===== src/rtl/crc128_pkg.sv =====
package crc128_pkg;

    typedef enum logic {
        ST_IDLE  = 1'b0,
        ST_ACCUM = 1'b1
    } crc_fsm_e;

endpackage


===== src/rtl/crc_data_pipe.sv =====
module crc_data_pipe #(
    parameter int              DATA_W = 128,
    parameter int              CRC_W  = 32,
    parameter logic [CRC_W-1:0] POLY  = 32'h04C11DB7,
    parameter int              STAGES = 2
) (
    input  logic              clk,
    input  logic              rst_n,
    input  logic              in_vld,
    input  logic              in_sof,
    input  logic              in_eof,
    input  logic [DATA_W-1:0] in_data,
    output logic              al_vld,
    output logic              al_sof,
    output logic              al_eof,
    output logic [CRC_W-1:0]  al_term
);

    // Contribution of a data word to the CRC with the register taken as zero.
    function automatic logic [CRC_W-1:0] data_term(input logic [DATA_W-1:0] d);
        logic [CRC_W-1:0] s;
        logic             fb;
        s = '0;
        for (int i = DATA_W - 1; i >= 0; i--) begin
            fb = s[CRC_W-1] ^ d[i];
            s  = {s[CRC_W-2:0], 1'b0} ^ (fb ? POLY : '0);
        end
        return s;
    endfunction

    logic [CRC_W-1:0] term_q [STAGES];
    logic             vld_q  [STAGES];
    logic             sof_q  [STAGES];
    logic             eof_q  [STAGES];

    always_ff @(posedge clk) begin
        if (!rst_n) begin
            term_q[0] <= '0;
            vld_q[0]  <= 1'b0;
            sof_q[0]  <= 1'b0;
            eof_q[0]  <= 1'b0;
        end else begin
            term_q[0] <= data_term(in_data);
            vld_q[0]  <= in_vld;
            sof_q[0]  <= in_vld & in_sof;
            eof_q[0]  <= in_vld & in_eof;
        end
    end

    for (genvar g = 1; g < STAGES; g++) begin : g_delay
        always_ff @(posedge clk) begin
            if (!rst_n) begin
                term_q[g] <= '0;
                vld_q[g]  <= 1'b0;
                sof_q[g]  <= 1'b0;
                eof_q[g]  <= 1'b0;
            end else begin
                term_q[g] <= term_q[g-1];
                vld_q[g]  <= vld_q[g-1];
                sof_q[g]  <= sof_q[g-1];
                eof_q[g]  <= eof_q[g-1];
            end
        end
    end

    assign al_vld  = vld_q[STAGES-1];
    assign al_sof  = sof_q[STAGES-1];
    assign al_eof  = eof_q[STAGES-1];
    assign al_term = term_q[STAGES-1];

    // an idle input cycle never creates a valid entry in the pipe.
    p_no_phantom_r6: assert property (@(posedge clk) disable iff (!rst_n)
        !in_vld |=> !vld_q[0]);

    // the flag pair leaving the pipe never carries sof/eof without valid.
    p_flags_qualified_r4: assert property (@(posedge clk) disable iff (!rst_n)
        (al_sof | al_eof) |-> al_vld);

endmodule


===== src/rtl/crc_state_loop.sv =====
module crc_state_loop
    import crc128_pkg::*;
#(
    parameter int               DATA_W = 128,
    parameter int               CRC_W  = 32,
    parameter logic [CRC_W-1:0] POLY   = 32'h04C11DB7,
    parameter logic [CRC_W-1:0] INIT   = '1,
    parameter logic [CRC_W-1:0] XOROUT = '1
) (
    input  logic             clk,
    input  logic             rst_n,
    input  logic             al_vld,
    input  logic             al_sof,
    input  logic             al_eof,
    input  logic [CRC_W-1:0] al_term,
    output logic             crc_vld_o,
    output logic [CRC_W-1:0] crc_o
);

    // Contribution of the register after shifting DATA_W zero bits.
    function automatic logic [CRC_W-1:0] state_term(input logic [CRC_W-1:0] c);
        logic [CRC_W-1:0] s;
        s = c;
        for (int i = 0; i < DATA_W; i++) begin
            s = {s[CRC_W-2:0], 1'b0} ^ (s[CRC_W-1] ? POLY : '0);
        end
        return s;
    endfunction

    localparam logic [CRC_W-1:0] INIT_TERM = state_term(INIT);

    crc_fsm_e         st_q, st_d;
    logic [CRC_W-1:0] crc_q;
    logic [CRC_W-1:0] next_crc;
    logic             accept;
    logic             close;

    always_comb begin
        next_crc = (al_sof ? INIT_TERM : state_term(crc_q)) ^ al_term;
        accept   = al_vld && (al_sof || st_q == ST_ACCUM);
        close    = accept && al_eof;
    end

    always_comb begin
        st_d = st_q;
        unique case (st_q)
            ST_IDLE:  if (al_vld && al_sof && !al_eof) st_d = ST_ACCUM;
            ST_ACCUM: if (al_vld && al_eof)            st_d = ST_IDLE;
            default:  st_d = ST_IDLE;
        endcase
    end

    // State register process.
    always_ff @(posedge clk) begin
        if (!rst_n) begin
            st_q  <= ST_IDLE;
            crc_q <= INIT;
        end else begin
            st_q  <= st_d;
            if (accept) crc_q <= next_crc;
        end
    end

    // Output process.
    always_ff @(posedge clk) begin
        if (!rst_n) begin
            crc_vld_o <= 1'b0;
            crc_o     <= '0;
        end else begin
            crc_vld_o <= close;
            if (close) crc_o <= next_crc ^ XOROUT;
        end
    end

    // without an aligned word neither the register nor the result moves.
    p_hold_on_gap_r5: assert property (@(posedge clk) disable iff (!rst_n)
        !al_vld |=> ($stable(crc_q) && $stable(crc_o)));

    // a result pulse only follows an aligned end word.
    p_result_after_eof_r4: assert property (@(posedge clk) disable iff (!rst_n)
        crc_vld_o |-> $past(al_eof));

    // a start word that is not an end word leaves a frame open.
    p_open_on_sof_r7: assert property (@(posedge clk) disable iff (!rst_n)
        (al_vld && al_sof && !al_eof) |=> (st_q == ST_ACCUM));

    // an aligned end word always closes the frame.
    p_close_on_eof_r3: assert property (@(posedge clk) disable iff (!rst_n)
        (al_vld && al_eof) |=> (st_q == ST_IDLE));

endmodule


===== src/rtl/crc128_pipe.sv =====
module crc128_pipe #(
    parameter int               DATA_W      = 128,
    parameter int               CRC_W       = 32,
    parameter logic [CRC_W-1:0] POLY        = 32'h04C11DB7,
    parameter logic [CRC_W-1:0] INIT        = '1,
    parameter logic [CRC_W-1:0] XOROUT      = '1,
    parameter int               DATA_STAGES = 2
) (
    input  logic              clk,
    input  logic              rst_n,
    input  logic              in_valid,
    input  logic              in_sof,
    input  logic              in_eof,
    input  logic [DATA_W-1:0] in_data,
    output logic              crc_valid,
    output logic [CRC_W-1:0]  crc_out
);

    logic             al_vld, al_sof, al_eof;
    logic [CRC_W-1:0] al_term;

    crc_data_pipe #(
        .DATA_W (DATA_W),
        .CRC_W  (CRC_W),
        .POLY   (POLY),
        .STAGES (DATA_STAGES)
    ) u_pipe (
        .clk     (clk),
        .rst_n   (rst_n),
        .in_vld  (in_valid),
        .in_sof  (in_sof),
        .in_eof  (in_eof),
        .in_data (in_data),
        .al_vld  (al_vld),
        .al_sof  (al_sof),
        .al_eof  (al_eof),
        .al_term (al_term)
    );

    crc_state_loop #(
        .DATA_W (DATA_W),
        .CRC_W  (CRC_W),
        .POLY   (POLY),
        .INIT   (INIT),
        .XOROUT (XOROUT)
    ) u_loop (
        .clk       (clk),
        .rst_n     (rst_n),
        .al_vld    (al_vld),
        .al_sof    (al_sof),
        .al_eof    (al_eof),
        .al_term   (al_term),
        .crc_vld_o (crc_valid),
        .crc_o     (crc_out)
    );

    // no result can be reported while reset is held.
    p_quiet_in_reset_r1: assert property (@(posedge clk)
        !rst_n |=> !crc_valid);

endmodule


===== config.mk =====
export PLATFORM = sky130hd
export DESIGN_NAME = crc128_pipe
export DESIGN_NICKNAME = d
export VERILOG_FILES = /design/src/rtl/crc128_pkg.sv /design/src/rtl/crc_data_pipe.sv /design/src/rtl/crc_state_loop.sv /design/src/rtl/crc128_pipe.sv
export SDC_FILE = /design/constraint.sdc
export NUM_CORES = 1
export LEC_CHECK = 0
export CORE_UTILIZATION = 45
export CTS_CLUSTER_SIZE = 12
export DETAILED_ROUTE_END_ITERATION = 8
export GPL_TIMING_DRIVEN = 0
export PLACE_DENSITY = 0.73
export SLEW_MARGIN = 5
export SYNTH_ARGS = -nofsm -noshare
export SYNTH_HDL_FRONTEND = slang
export SYNTH_SLANG_ARGS = --single-unit

===== constraint.sdc =====
create_clock -name clk -period 21.1 [get_ports clk]
set_clock_uncertainty 0.2 [all_clocks]
set_input_delay 2.11 -clock clk [delete_from_list [all_inputs] [get_ports clk]]
set_output_delay 2.11 -clock clk [all_outputs]
set_load 0.01 [all_outputs]

== After elaboration in Yosys (flattened, before gate mapping) ==
Memories as Yosys holds them, arrays and structs flattened.
Index checks and enable logic that the tools add are counted.
Widths: inputs -> output; s select.

* Memory bits (read-only): 0
* Memories: 4
* Latch bits: 0
* Output and inout port bits: 33
* Input bits: 133
* Register bits after elaboration: 66
* RAM bits: 70

* Multiply operators: 0
* Equal/unequal tests: 0
* Div/mod/pow operators: 0
* Bitwise gates (word level): 395
* Shift operators: 0
* Multiplexer cells: 270
* Reduce and logical (&&, ||, !) cells: 7
* Magnitude comparators: 0
* Add/subtract/negate cells: 0

{| class="wikitable"
|+ Memory list
! memory !! words !! bits a word !! read ports !! clocked after memory_dff !! wr ports !! RTL line !! source
|-
| u_pipe.term_q || 2 || 32 || 2 || 0 || 2 || crc_data_pipe.sv:31 || <nowiki>logic [CRC_W-1:0] term_q [STAGES];</nowiki>
|-
| u_pipe.eof_q || 2 || 1 || 2 || 0 || 2 || crc_data_pipe.sv:34 || <nowiki>logic eof_q [STAGES];</nowiki>
|-
| u_pipe.sof_q || 2 || 1 || 2 || 0 || 2 || crc_data_pipe.sv:33 || <nowiki>logic sof_q [STAGES];</nowiki>
|-
| u_pipe.vld_q || 2 || 1 || 2 || 0 || 2 || crc_data_pipe.sv:32 || <nowiki>logic vld_q [STAGES];</nowiki>
|}

{| class="wikitable"
|+ Operators by type and width
! operator !! number
|-
| $xor 32x32->32 || 256
|-
| $mux 27 || 256
|-
| $xor 1x1->1 || 126
|-
| $mux 32 || 3
|-
| $not 32->32 || 1
|-
| $mux 1 || 10
|-
| $or 1x1->1 || 8
|-
| $logic_and 1x1->1 || 5
|-
| $and 1x1->1 || 2
|-
| $pmux 1 s2 || 1
|-
| $logic_not 1->1 || 1
|-
| $logic_or 1x1->1 || 1
|-
| $not 1->1 || 1
|-
| $xor 1x1->1 const A || 1
|}

== Longest topological paths before layout ==
* Depth after elaboration: 382
* Mapped depth: 29
* Gate-level depth less buffers: 25

== By module ==
Synthesis repeated with hierarchy kept, for this count alone.

* Cell total of the unflattened synthesis: 2515
* Area, all modules: 34126.5 um2

{| class="wikitable"
|+ By module, submodules not included
! module !! area each (um2) !! seq. area each (um2) !! instances !! cells an instance
|-
| crc_state_loop || 17271.6 || 1321.3 || 1 || 1334
|-
| crc_data_pipe || 16854.9 || 1401.3 || 1 || 1181
|}

== Worst setup path before layout ==
No wires, ideal clock.

* Path type: input -> register
* Start point: in in_data[127]
* End point: mem u_pipe.term_q[0][9]
* Arrival time: 11.874 ns
* Path slack: 8.956 ns
* Cell stages on the path: 26
* Path buffers: 1
* Required time: 20.830 ns
* Library setup time: 0.070 ns
* Cell sequence: buf_4 > xnor3_2 > xnor2_4 > xnor3_2 > xnor3_1 > xnor3_2 > xnor2_2 > xnor3_1 > xor3_1 > xnor3_2 > xnor3_1 > xnor3_1 > xnor3_1 > xnor3_1 > xnor3_1 > xnor3_2 > xnor2_4 > xnor3_2 > xnor3_2 > xnor3_1 > xnor3_1 > xor3_4 > xor2_4 > xnor2_2 > or2_0 > a21oi_1

{| class="wikitable"
|+ RTL lines
! item !! RTL line !! source
|-
| start: declaration || crc128_pipe.sv:14 || <nowiki>input logic [DATA_W-1:0] in_data,</nowiki>
|-
| end: declaration || crc_data_pipe.sv:31 ||
|}

==> reports/metrics.cfg <==
[cells_and_area]
layout_common_cells=785 x xnor2_1, 538 x xnor3_1, 296 x xor2_1, 152 x clkdlybuf4s50_1, 136 x dfxtp_1
fin_util_pct=50.0
regArea_sq_um=2720
final_common_cell=xnor2_1
finish.net_count=2763
design_area_sq_um=36500
multi_input_comb_area_sq_um=30100
synthToLayoutAreaGrowth_pct=10.0
n_fill_cell=6197
drive_above_1_share_pct=11.0

[clock_tree]
postCtsHoldBufs=0
clk_latency_ns=0.43
cts.sinks=136
cts.repair.resized=0
cts_setup_buffers=0
clkTransAtPathRegs_ns=0.06
cts_tree=yes
cts_made_buffers=17
cts_htree_levels=4
clockBufferDepth=2
clockRootBuffer=clkbuf_16

[timing]
relSlewSlack_pct=28.6
fmax_mhz=72.3
period_needed_ns=13.83
slew_violations=0
worst_slew_pin_slew_ns=1.06
setup_viol=0
rsz0062_at_grt=false
hold_viol=0
worst_slack_ns=7.27
finalCritPeriodShare_pct=65.6
tns_ns=0

[detailed_routing]
drtIter0Drc=1306
drtPass1Iterations=5
drc_errors=0
wl_um=82400
vias=18400
post_drt_wl_per_cell_um=22.9
drt-vias-per-instance=5.12
ant_nets=0

[critical_path]
cp-start-kind=input pin
slowest_stage=xnor2_1
crit_type=in -> reg
worstSetupEndpointType=flop
worstPathArrival_ns=13.92
max_stage_delay_ns=0.86
timing.critical_path.mode_cell=xnor3_1
cp.required_ns=21.19
worst-path-max-fanout=8

[placement]
pre_cts_ws_ns=6.97
dp_hpwl_um=69800
gp_congestion=0.934
post_dp_cell_area_sq_um=35900
port_buffers=152

[logic_synthesis]
syn_avg_cell_area_sq_um=13.5
synthesis.area_sq_um=33200
synth_cell_types=37
synth-seq-area-share_pct=8.21
synth_area_leaders=xnor3_1 37%, xnor2_1 21%, dfxtp_1 8.2%, xor2_1 7.8%, xor3_1 6.8%
netlist_instances=2459
yosys.area.top_type=xnor3_1
synth_nets=2592
synth_top_area_share_pct=36.5
ys_ff_latch=136
yosysWarnings=0

[grt]
grt_usage_pct=22.3
antenna_found_initial=2
grt_start_max_net_pins=17
grt_pass1_vias=20000
grt-ovfl-total=0
grt_pass1_wl_um=126000

[worst_hold_path]
min-delay-path-class=reg -> reg

[floorplan]
die_y_um=273
core-area_sq_um=73000
initial_core_util_pct=45.5
pin_count=166
dieArea_sq_um=74800
die_w_um=273
rows=99

[flow_run]
drv_cap=0

[status]
status=finished, final reports clean

path summary, 6_finish.rpt:
kind                            start                    to  slack, ns  cells after the start
setup reg to reg     u_loop.crc_q[17]      u_loop.crc_o[16]       8.70                     26
hold reg to reg   u_pipe.term_q[0][1]   u_pipe.term_q[1][1]       0.23                      1
setup / recovery         in_data[111]  u_pipe.term_q[0][13]       7.27                     27
hold / removal    u_pipe.term_q[0][1]   u_pipe.term_q[1][1]       0.23                      1
cells by family (layout without fill, tap and decap cells):
family | after synthesis | after routing | synth area share [%]
AO/OA/AOI/OAI | 83 | 83 | 1.49
XOR/XNOR | 1944 | 1944 | 86.2
buffers and inverters | 69 | 253 | 1.03
flip-flops | 136 | 136 | 8.21
other | 0 | 1 | 0
AND/OR/NAND/NOR | 227 | 227 | 3.10
sequential cells by signal, indices dropped and copies added, names as in the netlist:
register and flops:
u_pipe.term_q 64, u_pipe.eof_q 2, u_loop.crc_q 32, u_pipe.vld_q 2, u_loop.crc_o 32, u_pipe.sof_q 2
u_loop.crc_vld_o 1, u_loop.st_q 1
synth_stat cells:
cell        n
nor3_1      3
a21o_1      2
xor3_4      1
o21ai_0    32
xnor3_2    75
inv_1       4
xnor2_2    75
nand2b_1   10
o21a_1     26
and2_1     47
nor2_1    118
dfxtp_1   136
a21oi_1    14
nand2_1    35
clkbuf_1   35
and3_1      2
xor3_1     95
buf_4      16
buf_2      12
or2_0       1
or2_1       1
a31oi_1     4
nand3_1     4
xor2_1    296
xnor3_1   538
xnor2_1   785
a211oi_1    1
clkbuf_2    1
xor2_4      7
o31ai_1     1
xor3_2     12
or3_1       5
buf_6       1
o21ai_1     3
xor2_2     39
xnor2_4    21
nor2b_1     1
area by class of cell:
class                           count  area share [%]
Multi-Input combinational cell   2254            82.5
Sequential cell                   136            7.46
Timing Repair Buffer              152            4.17
Tap cell                          959            3.29
Clock buffer                       18            1.18
Buffer                             65           0.898
Clock inverter                     14           0.449
Inverter                            4          0.0412
Antenna cell                        1         0.00686
worst max-delay path, delay by kind of cell:
kind | cells | cell delay (ns)
XOR/XNOR | 24 | 10.95
buffers and inverters | 2 | 0.77
AND/OR/NAND/NOR | 1 | 0.06
metal layers:
layer  routed length [um]  track usage [%]
met1                36300             30.5
met2                41000             38.7
met3                 3270             1.63
met4                 1830             4.95
met5                   33                0
metrics by stage:
step                      hold WS (ns)  std cells
after detailed placement         0.217       3570
after global placement           0.221       3570
after floorplan                  0.212       2459
after global routing             0.243       3603
final                            0.227       3603
after CTS                        0.231       3602
Power is not shown: default switching activity piles up to over one toggle a cycle in this logic, so the estimate is an artifact.
